===== src/rtl/brc_pkg.sv =====
package brc_pkg;

  typedef enum logic [2:0] {
    COND_EQ  = 3'b000,
    COND_NE  = 3'b001,
    COND_LT  = 3'b100,
    COND_GE  = 3'b101,
    COND_LTU = 3'b110,
    COND_GEU = 3'b111
  } cond_e;

  typedef struct packed {
    logic zero;
    logic borrow;
    logic ovf;
    logic slt;
  } brc_flags_t;

  typedef struct packed {
    logic       taken;
    logic       illegal;
    brc_flags_t flags;
  } brc_result_t;

  localparam int unsigned RESULT_W = $bits(brc_result_t);

endpackage


===== src/rtl/brc_subtractor.sv =====
module brc_subtractor #(
  parameter int unsigned DATA_W = 32
) (
  input  logic [DATA_W-1:0] op_a,
  input  logic [DATA_W-1:0] op_b,
  output brc_pkg::brc_flags_t flags,
  output logic              msb_carry_in,
  output logic              msb_carry_out
);
  localparam int unsigned TOP = DATA_W - 1;

  // Lower bits of a + ~b + 1; the extra bit is the carry into the MSB.
  function automatic logic [TOP:0] low_add(input logic [DATA_W-1:0] a,
                                          input logic [DATA_W-1:0] b);
    logic [TOP:0] ea, eb, one;
    ea  = {1'b0, a[TOP-1:0]};
    eb  = {1'b0, ~b[TOP-1:0]};
    one = {{TOP{1'b0}}, 1'b1};
    return ea + eb + one;
  endfunction

  // Second method: MSB of a widened difference of sign-extended operands.
  function automatic logic wide_slt(input logic [DATA_W-1:0] a,
                                    input logic [DATA_W-1:0] b);
    logic [DATA_W:0] d;
    d = {a[TOP], a} - {b[TOP], b};
    return d[DATA_W];
  endfunction

  logic [TOP:0]    low_sum;
  logic            inv_b_msb;
  logic            sum_msb;
  logic [TOP:0]    diff;
  logic            slt_wide;

  always_comb begin
    low_sum       = low_add(op_a, op_b);
    msb_carry_in  = low_sum[TOP];
    inv_b_msb     = ~op_b[TOP];
    sum_msb       = op_a[TOP] ^ inv_b_msb ^ msb_carry_in;
    msb_carry_out = (op_a[TOP] & inv_b_msb) | (op_a[TOP] & msb_carry_in)
                  | (inv_b_msb & msb_carry_in);
    diff          = {sum_msb, low_sum[TOP-1:0]};
    flags.zero    = (diff == '0);
    flags.borrow  = ~msb_carry_out;
    flags.ovf     = msb_carry_in ^ msb_carry_out;
    flags.slt     = sum_msb ^ flags.ovf;
    slt_wide      = wide_slt(op_a, op_b);
  end

  always_comb begin
    AST_ZERO_MATCH: assert (flags.zero == (op_a == op_b))
      else $error("zero flag disagrees with operand equality");
    AST_BORROW_UNSIGNED: assert (flags.borrow == (op_a < op_b))
      else $error("borrow disagrees with unsigned compare");
    AST_SLT_SIGNED: assert (flags.slt == ($signed(op_a) < $signed(op_b)))
      else $error("slt disagrees with signed compare");
    AST_OVF_SIGNS: assert (flags.ovf == ((op_a[TOP] != op_b[TOP]) && (diff[TOP] != op_a[TOP])))
      else $error("overflow flag disagrees with sign rule");
    AST_SLT_WIDE: assert (flags.slt == slt_wide)
      else $error("slt disagrees with widened subtraction");
  end

endmodule


===== src/rtl/brc_cond_select.sv =====
module brc_cond_select (
  input  logic [2:0]          cond,
  input  brc_pkg::brc_flags_t flags,
  output brc_pkg::brc_result_t result
);
  import brc_pkg::*;

  logic taken_d;
  logic illegal_d;

  always_comb begin
    taken_d   = 1'b0;
    illegal_d = 1'b0;
    case (cond)
      COND_EQ:  taken_d = flags.zero;
      COND_NE:  taken_d = ~flags.zero;
      COND_LT:  taken_d = flags.slt;
      COND_GE:  taken_d = ~flags.slt;
      COND_LTU: taken_d = flags.borrow;
      COND_GEU: taken_d = ~flags.borrow;
      default:  illegal_d = 1'b1;
    endcase
    result.taken   = taken_d;
    result.illegal = illegal_d;
    result.flags   = flags;
  end

  always_comb begin
    AST_ILLEGAL_NOT_TAKEN: assert (!(illegal_d && taken_d))
      else $error("illegal code reported taken");
    AST_ILLEGAL_CODES: assert (illegal_d == (cond[2:1] == 2'b01))
      else $error("illegal flag wrong for code");
  end

endmodule


===== src/rtl/brc_out_stage.sv =====
module brc_out_stage #(
  parameter bit REGISTER_OUT = 1'b1
) (
  input  logic                 clk,
  input  logic                 rst,
  input  logic                 in_valid,
  input  brc_pkg::brc_result_t res_d,
  output brc_pkg::brc_result_t res_q
);
  generate
    if (REGISTER_OUT) begin : g_reg
      brc_pkg::brc_result_t held;

      always_ff @(posedge clk) begin
        if (rst)           held <= '0;
        else if (in_valid) held <= res_d;
      end

      assign res_q = held;

      AST_RESET_CLEARS: assert property (@(posedge clk)
        rst |=> (held == '0));
      AST_LOAD_ON_STROBE: assert property (@(posedge clk) disable iff (rst)
        in_valid |=> (held == $past(res_d)));
      AST_HOLD_IDLE: assert property (@(posedge clk) disable iff (rst)
        !in_valid |=> $stable(held));
    end else begin : g_comb
      assign res_q = res_d;
    end
  endgenerate

endmodule


===== src/rtl/brc_branch_unit.sv =====
module brc_branch_unit #(
  parameter int unsigned DATA_W       = 32,
  parameter bit          REGISTER_OUT = 1'b1
) (
  input  logic              clk,
  input  logic              rst,
  input  logic              in_valid,
  input  logic [DATA_W-1:0] op_a,
  input  logic [DATA_W-1:0] op_b,
  input  logic [2:0]        cond,
  output logic              taken,
  output logic              illegal,
  output logic              flag_zero,
  output logic              flag_borrow,
  output logic              flag_ovf,
  output logic              flag_slt
);
  import brc_pkg::*;

  brc_flags_t  sub_flags;
  logic        carry_into_msb;
  logic        carry_out_msb;
  brc_result_t res_comb;
  brc_result_t res_out;

  brc_subtractor #(.DATA_W(DATA_W)) u_sub (
    .op_a          (op_a),
    .op_b          (op_b),
    .flags         (sub_flags),
    .msb_carry_in  (carry_into_msb),
    .msb_carry_out (carry_out_msb)
  );

  brc_cond_select u_sel (
    .cond   (cond),
    .flags  (sub_flags),
    .result (res_comb)
  );

  brc_out_stage #(.REGISTER_OUT(REGISTER_OUT)) u_out (
    .clk      (clk),
    .rst      (rst),
    .in_valid (in_valid),
    .res_d    (res_comb),
    .res_q    (res_out)
  );

  assign taken       = res_out.taken;
  assign illegal     = res_out.illegal;
  assign flag_zero   = res_out.flags.zero;
  assign flag_borrow = res_out.flags.borrow;
  assign flag_ovf    = res_out.flags.ovf;
  assign flag_slt    = res_out.flags.slt;

  always_comb begin
    AST_BORROW_IS_NOT_CARRY: assert (sub_flags.borrow != carry_out_msb)
      else $error("borrow is not the inverted carry out");
    AST_OVF_CARRIES: assert (sub_flags.ovf == (carry_into_msb != carry_out_msb))
      else $error("overflow not derived from MSB carries");
  end

endmodule


===== config.mk =====
export PLATFORM = sky130hd
export DESIGN_NAME = brc_branch_unit
export DESIGN_NICKNAME = d
export VERILOG_FILES = /design/src/rtl/brc_pkg.sv /design/src/rtl/brc_subtractor.sv /design/src/rtl/brc_cond_select.sv /design/src/rtl/brc_out_stage.sv /design/src/rtl/brc_branch_unit.sv
export SDC_FILE = /design/constraint.sdc
export NUM_CORES = 1
export LEC_CHECK = 0
export BUFFER_PORTS_ARGS = -buffer_cell sky130_fd_sc_hd__buf_2
export CAP_MARGIN = 20
export CORE_MARGIN = 2
export CORE_UTILIZATION = 38
export DETAILED_ROUTE_END_ITERATION = 6
export GPL_ROUTABILITY_DRIVEN = 0
export PLACE_DENSITY = 0.71
export REMOVE_ABC_BUFFERS = 1
export SYNTH_ARGS = -nofsm -noshare
export SYNTH_HDL_FRONTEND = slang
export SYNTH_SLANG_ARGS = --single-unit

===== constraint.sdc =====
create_clock -name clk -period 6.9 [get_ports clk]
set_input_delay 1.38 -clock clk [delete_from_list [all_inputs] [get_ports clk]]
set_output_delay 1.38 -clock clk [all_outputs]
set_load 0.01 [all_outputs]

# [After elaboration in Yosys (flattened, before gate mapping)]
# Index checks and enable logic that the tools add are counted.
[word_totals] inputBits=70 ff_bits=6 out_inout_bits=6 romBits=0 mem_bits_rw=0 n_memories=0 latchBits=0
[classes] addsub=2 eq_ne=5 magnitude_cmp=0 n_mul=0 n_div=0 shifts=0 n_bitwise=14 reduce_logical=3 muxes=2
[op_table] op="31-bit by 31-bit adder with 32-bit output" n=1
[op_table] op="32-bit by 1-bit adder with 32-bit output, second input constant" n=1
[op_table] op="32-bit zero test" n=1
[op_table] op="31-bit inverter" n=1
[op_table] op="3-bit == test, second input constant" n=4
[op_table] op="1-bit case mux with 6 select lines" n=1
[op_table] op="6-bit OR reduction" n=1
[op_table] op="1-bit inverter" n=4
[op_table] op="1-bit bitwise XOR" n=4
[op_table] op="1-bit bitwise AND" n=3
[op_table] op="3-bit by 1-bit == test with 1-bit output, second input constant" n=1
[op_table] op="3-bit zero test" n=1
[op_table] op="1-bit OR" n=2
[op_table] op="1-bit two-way mux" n=1

# [Depth between registers and ports, before layout]
[logic_depth] depth_word=10 ltp_mapped=21 depth_no_buf=20

# [Cells and area by module]
# A second synthesis with hierarchy kept.
[unflattened] hier_cells=371 area_unflattened_um2=2575.0
[modules_own_cells] module="brc_subtractor" cells_each=340 area_per_inst_um2=2269.7 instances=1
[modules_own_cells] module="brc_out_stage" cells_each=19 area_per_inst_um2=214.0 instances=1
[modules_own_cells] module="brc_cond_select" cells_each=12 area_per_inst_um2=91.3 instances=1

# [Worst setup path after synthesis]
# Ideal clock, no wire load.
[synth_timing] path_type="in2reg" startpoint="input op_b[21]" endpoint="register u_out.g_reg.held (netlist bit u_out.res_q[5])" setup_ns=0.127 arrival_time_ns=5.309 path_buffers=1 t_required_ns=6.773 path_stages=21 path_slack_ns=1.464 cell_sequence="inv_1 ha_1 clkbuf_1 o21ai_0 nor2_1 nor3_1 a22oi_1 nand3_1 nand2_1 a21oi_1 fa_1 nand3_1 a221oi_2 o221ai_1 a2111oi_2 nand4_1 or4_1 nor4b_2 and4_1 mux2i_1 or3_1"
[synth_via] elab_chain_cells=10 elab_cells_between_ends=15 cone_classes="add/sub: 2; mux: 1; bitwise: 11; reduce/logical: 1"
[synth_rtl] item="start, declared" line_no="brc_branch_unit.sv:9" source="input logic [DATA_W-1:0] op_b,"
[synth_rtl] item="31-bit inverter *" line_no="brc_subtractor.sv:17" source="eb = {1'b0, ~b[TOP-1:0]};"
[synth_rtl] item="31-bit by 31-bit adder with 32-bit output *" line_no="brc_subtractor.sv:19" source="return ea + eb + one;"
[synth_rtl] item="32-bit by 1-bit adder with 32-bit output *" line_no="brc_subtractor.sv:19"
[synth_rtl] item="1-bit bitwise AND" line_no="brc_subtractor.sv:41" source="msb_carry_out = (op_a[TOP] & inv_b_msb) | (op_a[TOP] & msb_carry_in)"
[synth_rtl] item="1-bit OR" line_no="brc_subtractor.sv:41"
[synth_rtl] item="1-bit OR" line_no="brc_subtractor.sv:42" source="| (inv_b_msb & msb_carry_in);"
[synth_rtl] item="1-bit bitwise XOR" line_no="brc_subtractor.sv:46" source="flags.ovf = msb_carry_in ^ msb_carry_out;"
[synth_rtl] item="1-bit bitwise XOR" line_no="brc_subtractor.sv:47" source="flags.slt = sum_msb ^ flags.ovf;"
[synth_rtl] item="1-bit inverter" line_no="brc_cond_select.sv:18" source="COND_GE: taken_d = ~flags.slt;"
[synth_rtl] item="1-bit case mux with 6 select lines *" line_no="brc_cond_select.sv:14" source="case (cond)"
[synth_rtl] item="end signal, assigned" line_no="brc_out_stage.sv:16" source="else if (in_valid) held <= res_d;"
[synth_rtl] item="end, declared" line_no="brc_out_stage.sv:12" source="brc_pkg::brc_result_t held;"
# Every way passes the cells marked *; elsewhere a longest branch is shown, timed or not.
# A chain may end at the register's enable or synchronous reset.

# [Final worst setup path]
[layout_timing] startpoint="input op_b[14]" endpoint="register u_out.g_reg.held (netlist bit u_out.res_q[5])"
# The elaborated chain is that of the path after synthesis.

==> impl_metrics.ini <==
[run_status]
outcome = finished clean

[place]
placed_cell_area_mm2 = 0.00299
dp_hpwl_um = 6320
portBuffers = 75

[timing]
fin_crit_ns = 5.77
setup_total_negative_slack_ns = 0
worstMarginPinSlew_ns = 0.486
maxSlewHeadroom_pct = 67.3
hold_violations = 0
slew_violations = 0
rsz0062_at_grt = no
min_period_over_period_pct = 83.6
fin_skew_ns = 0
fmax_ghz = 0.173
setup_viol = 0

[drt]
drc = 0
wl_um = 7690
wl_per_cell_um = 14.5
dr.pass1.iters = 6
drt-initial-drc-count = 304
vias = 3161
ant_nets = 0
via_per_inst = 5.98

[die]
core_area_mm2 = 0.00672
dieArea_mm2 = 0.00755
pin_count = 76
num_rows = 30
die_x_um = 86.9
initial_core_util_pct = 38.8
chipHeight_um = 86.9

[grt]
grt_pass1_wl_um = 12400
overflow = 0
grt_max_degree = 13
antenna_found_initial = 0
grt_pass1_vias = 2736
track_usage_pct = 19.7

[finish]
seqCellArea_um2 = 120
multiInputGateArea_mm2 = 0.00221
finalInstanceArea_mm2 = 0.00303
fin_nets = 555
post-route-util_pct = 45.1
antenna_cells = 0
syn_to_final_growth_pct = 16.2
drive_gt1_share_pct = 19.2
fillers = 727
largest_reg_flops = 6

[critical_path]
crit_required_ns = 7.01
cp.buffers_inverters = 3
criticalPathCategory = in2reg
path_cells = buf_2 > inv_1 > ha_1 > inv_2 > o31ai_1 > nand2_1 > o2111ai_1 > nand3_1 > nand2_1 > a21oi_1 > fa_1 > nand3_1 > a221oi_2 > o221ai_1 > a2111oi_2 > nand4_1 > or4_1 > nor4b_2 > and4_1 > mux2i_1 > or3_1
r2r_end = u_out.res_q[5]$_SDFFE_PP0P_
reg2regPathDepth = 4
cp-start-kind = input port
worst_setup_path_end_kind = flop
critPathTopFamily = simple AND/OR/NAND/NOR gates
cp_max_fo = 10
crit_slowest_cell = fa_1
r2r_setup_slack_ns = 5.81
slowest_delay_ns = 0.51
r2r-start = u_out.res_q[5]$_SDFFE_PP0P_
arrival_ns = 5.88

[clock_network]
clkLatencyLatePin_ns = 0.22
cts_tree = done
cts_resized = 0
clock-root-buffer = clkbuf_8
clock_path_buffers = 2
cts_buffers = 3
cts_setup_buffers = 0
cts.clk_slew.worst_paths_ns = 0.04
clock_sinks = 6
cts_max_level = 1
hold_buffers = 0

[pwr]
power_mw = 0.342
powerDensity_mw_per_mm2 = 113
ir_worst_vdd_mv = 0.0580
static-leakage-power_nw = 1.43

[min_path]
holdCritPathClass = reg2reg
worstHoldPathCells = 2
min_to = u_out.res_q[3]$_SDFFE_PP0P_
hp-start = u_out.res_q[3]$_SDFFE_PP0P_

[yosys]
async_flop_share_pct = 0
syn_area_mm2 = 0.00261
synth_cells = 390
ys_seq_area_share_pct = 4.60
synth_edf_count = 0
ys_types = 65
synthFlopType = dfxtp_1
ys_warn_count = 0
synth_seq_cells = 6
syn_area_per_cell_um2 = 6.69

[flow_run]
cap_violations = 0
[synthesized netlist by cell type, drive strengths merged (9+ instances only)]
library cell   n  area, um^2
nand2         24        90.1
nor2          32         120
clkbuf        10        37.5
o21ai         23         115
nor2b          9        56.3
nand4         10        62.6
buf            9        56.3
nand3         12        60.1
inv           50         188
a21oi         37         185
ha            31         388
[worst register-to-register path: cells and delay by family (launching register included)]
family	cells	cell delay, ns
compound gates	2	0.24
flops	1	0.30
simple gates	2	0.43
[logic make-up after synthesis]
family	synth area share [%]
AOI/OAI and AO/OA	35.3
and+or+nand+nor	25.6
buffers and inverters	10.8
adders and majority gates	17.2
xor gates and xnor gates	3.02
muxes	3.50
DFF	4.60
[where the power goes]
group / internal, mW / switching, mW
sequential: 0.0373 / 0.00112
combinational: 0.103 / 0.146
clock: 0.0376 / 0.0167
[layer usage]
metal | up-vias | GRT usage (%) | part of all wire, %
met5 | - | 0 | 0
met4 | 0 | 4.97 | 2.2
met2 | 153 | 32.3 | 46
met3 | 16 | 1.61 | 7.6
met1 | 1436 | 27.8 | 44
li1 | 1556 | - | -
[through the flow]
step | worst slack (ns) | instances | hold slack (ns)
floorplan | 1.52 | 371 | 0.483
global placement | 1.05 | 526 | 0.454
detailed placement | 0.946 | 526 | 0.458
CTS | 1.15 | 529 | 0.464
global route | 0.734 | 529 | 0.471
finish | 1.13 | 529 | 0.463
[cells in the final DEF, fill, tap and decap left out, types with 6 or more instances in the layout]
cell type / instances
a211oi_1: 6
a21oi_1: 37
buf_2: 75
dfxtp_1: 6
ha_1: 31
inv_1: 48
mux2i_1: 8
nand2_1: 24
nand3_1: 12
nand4_1: 10
nor2_1: 32
nor2b_1: 9
nor3_1: 8
o211ai_1: 6
o21a_1: 8
o21ai_0: 21
o21bai_1: 6
xnor2_1: 8
[worst max-delay path by stage]
stage | start | endpoint | slack [ns] | cells after the start
2_1_floorplan | op_b[16] | u_out.res_q[5]$_SDFFE_PP0P_ | 1.52 | 20
3_3_place_gp | op_b[15] | u_out.res_q[5]$_SDFFE_PP0P_ | 1.05 | 21
4_1_cts | op_b[14] | u_out.res_q[5]$_SDFFE_PP0P_ | 1.15 | 21
5_1_grt | op_b[14] | u_out.res_q[5]$_SDFFE_PP0P_ | 0.73 | 21
6_report | op_b[14] | u_out.res_q[5]$_SDFFE_PP0P_ | 1.13 | 21
3_5_place_dp | op_b[14] | u_out.res_q[5]$_SDFFE_PP0P_ | 0.95 | 21
[final cells by class]
| type | count | share of cell area, % |
|---|---|---|
| clock buffer | 3 | 1.36 |
| multi-input combinational | 315 | 72.8 |
| sequential | 6 | 3.96 |
| timing repair buffer | 75 | 12.4 |
| tap | 80 | 3.30 |
| inverter | 50 | 6.19 |
No activity file was read; power rests on OpenSTA's default activity.
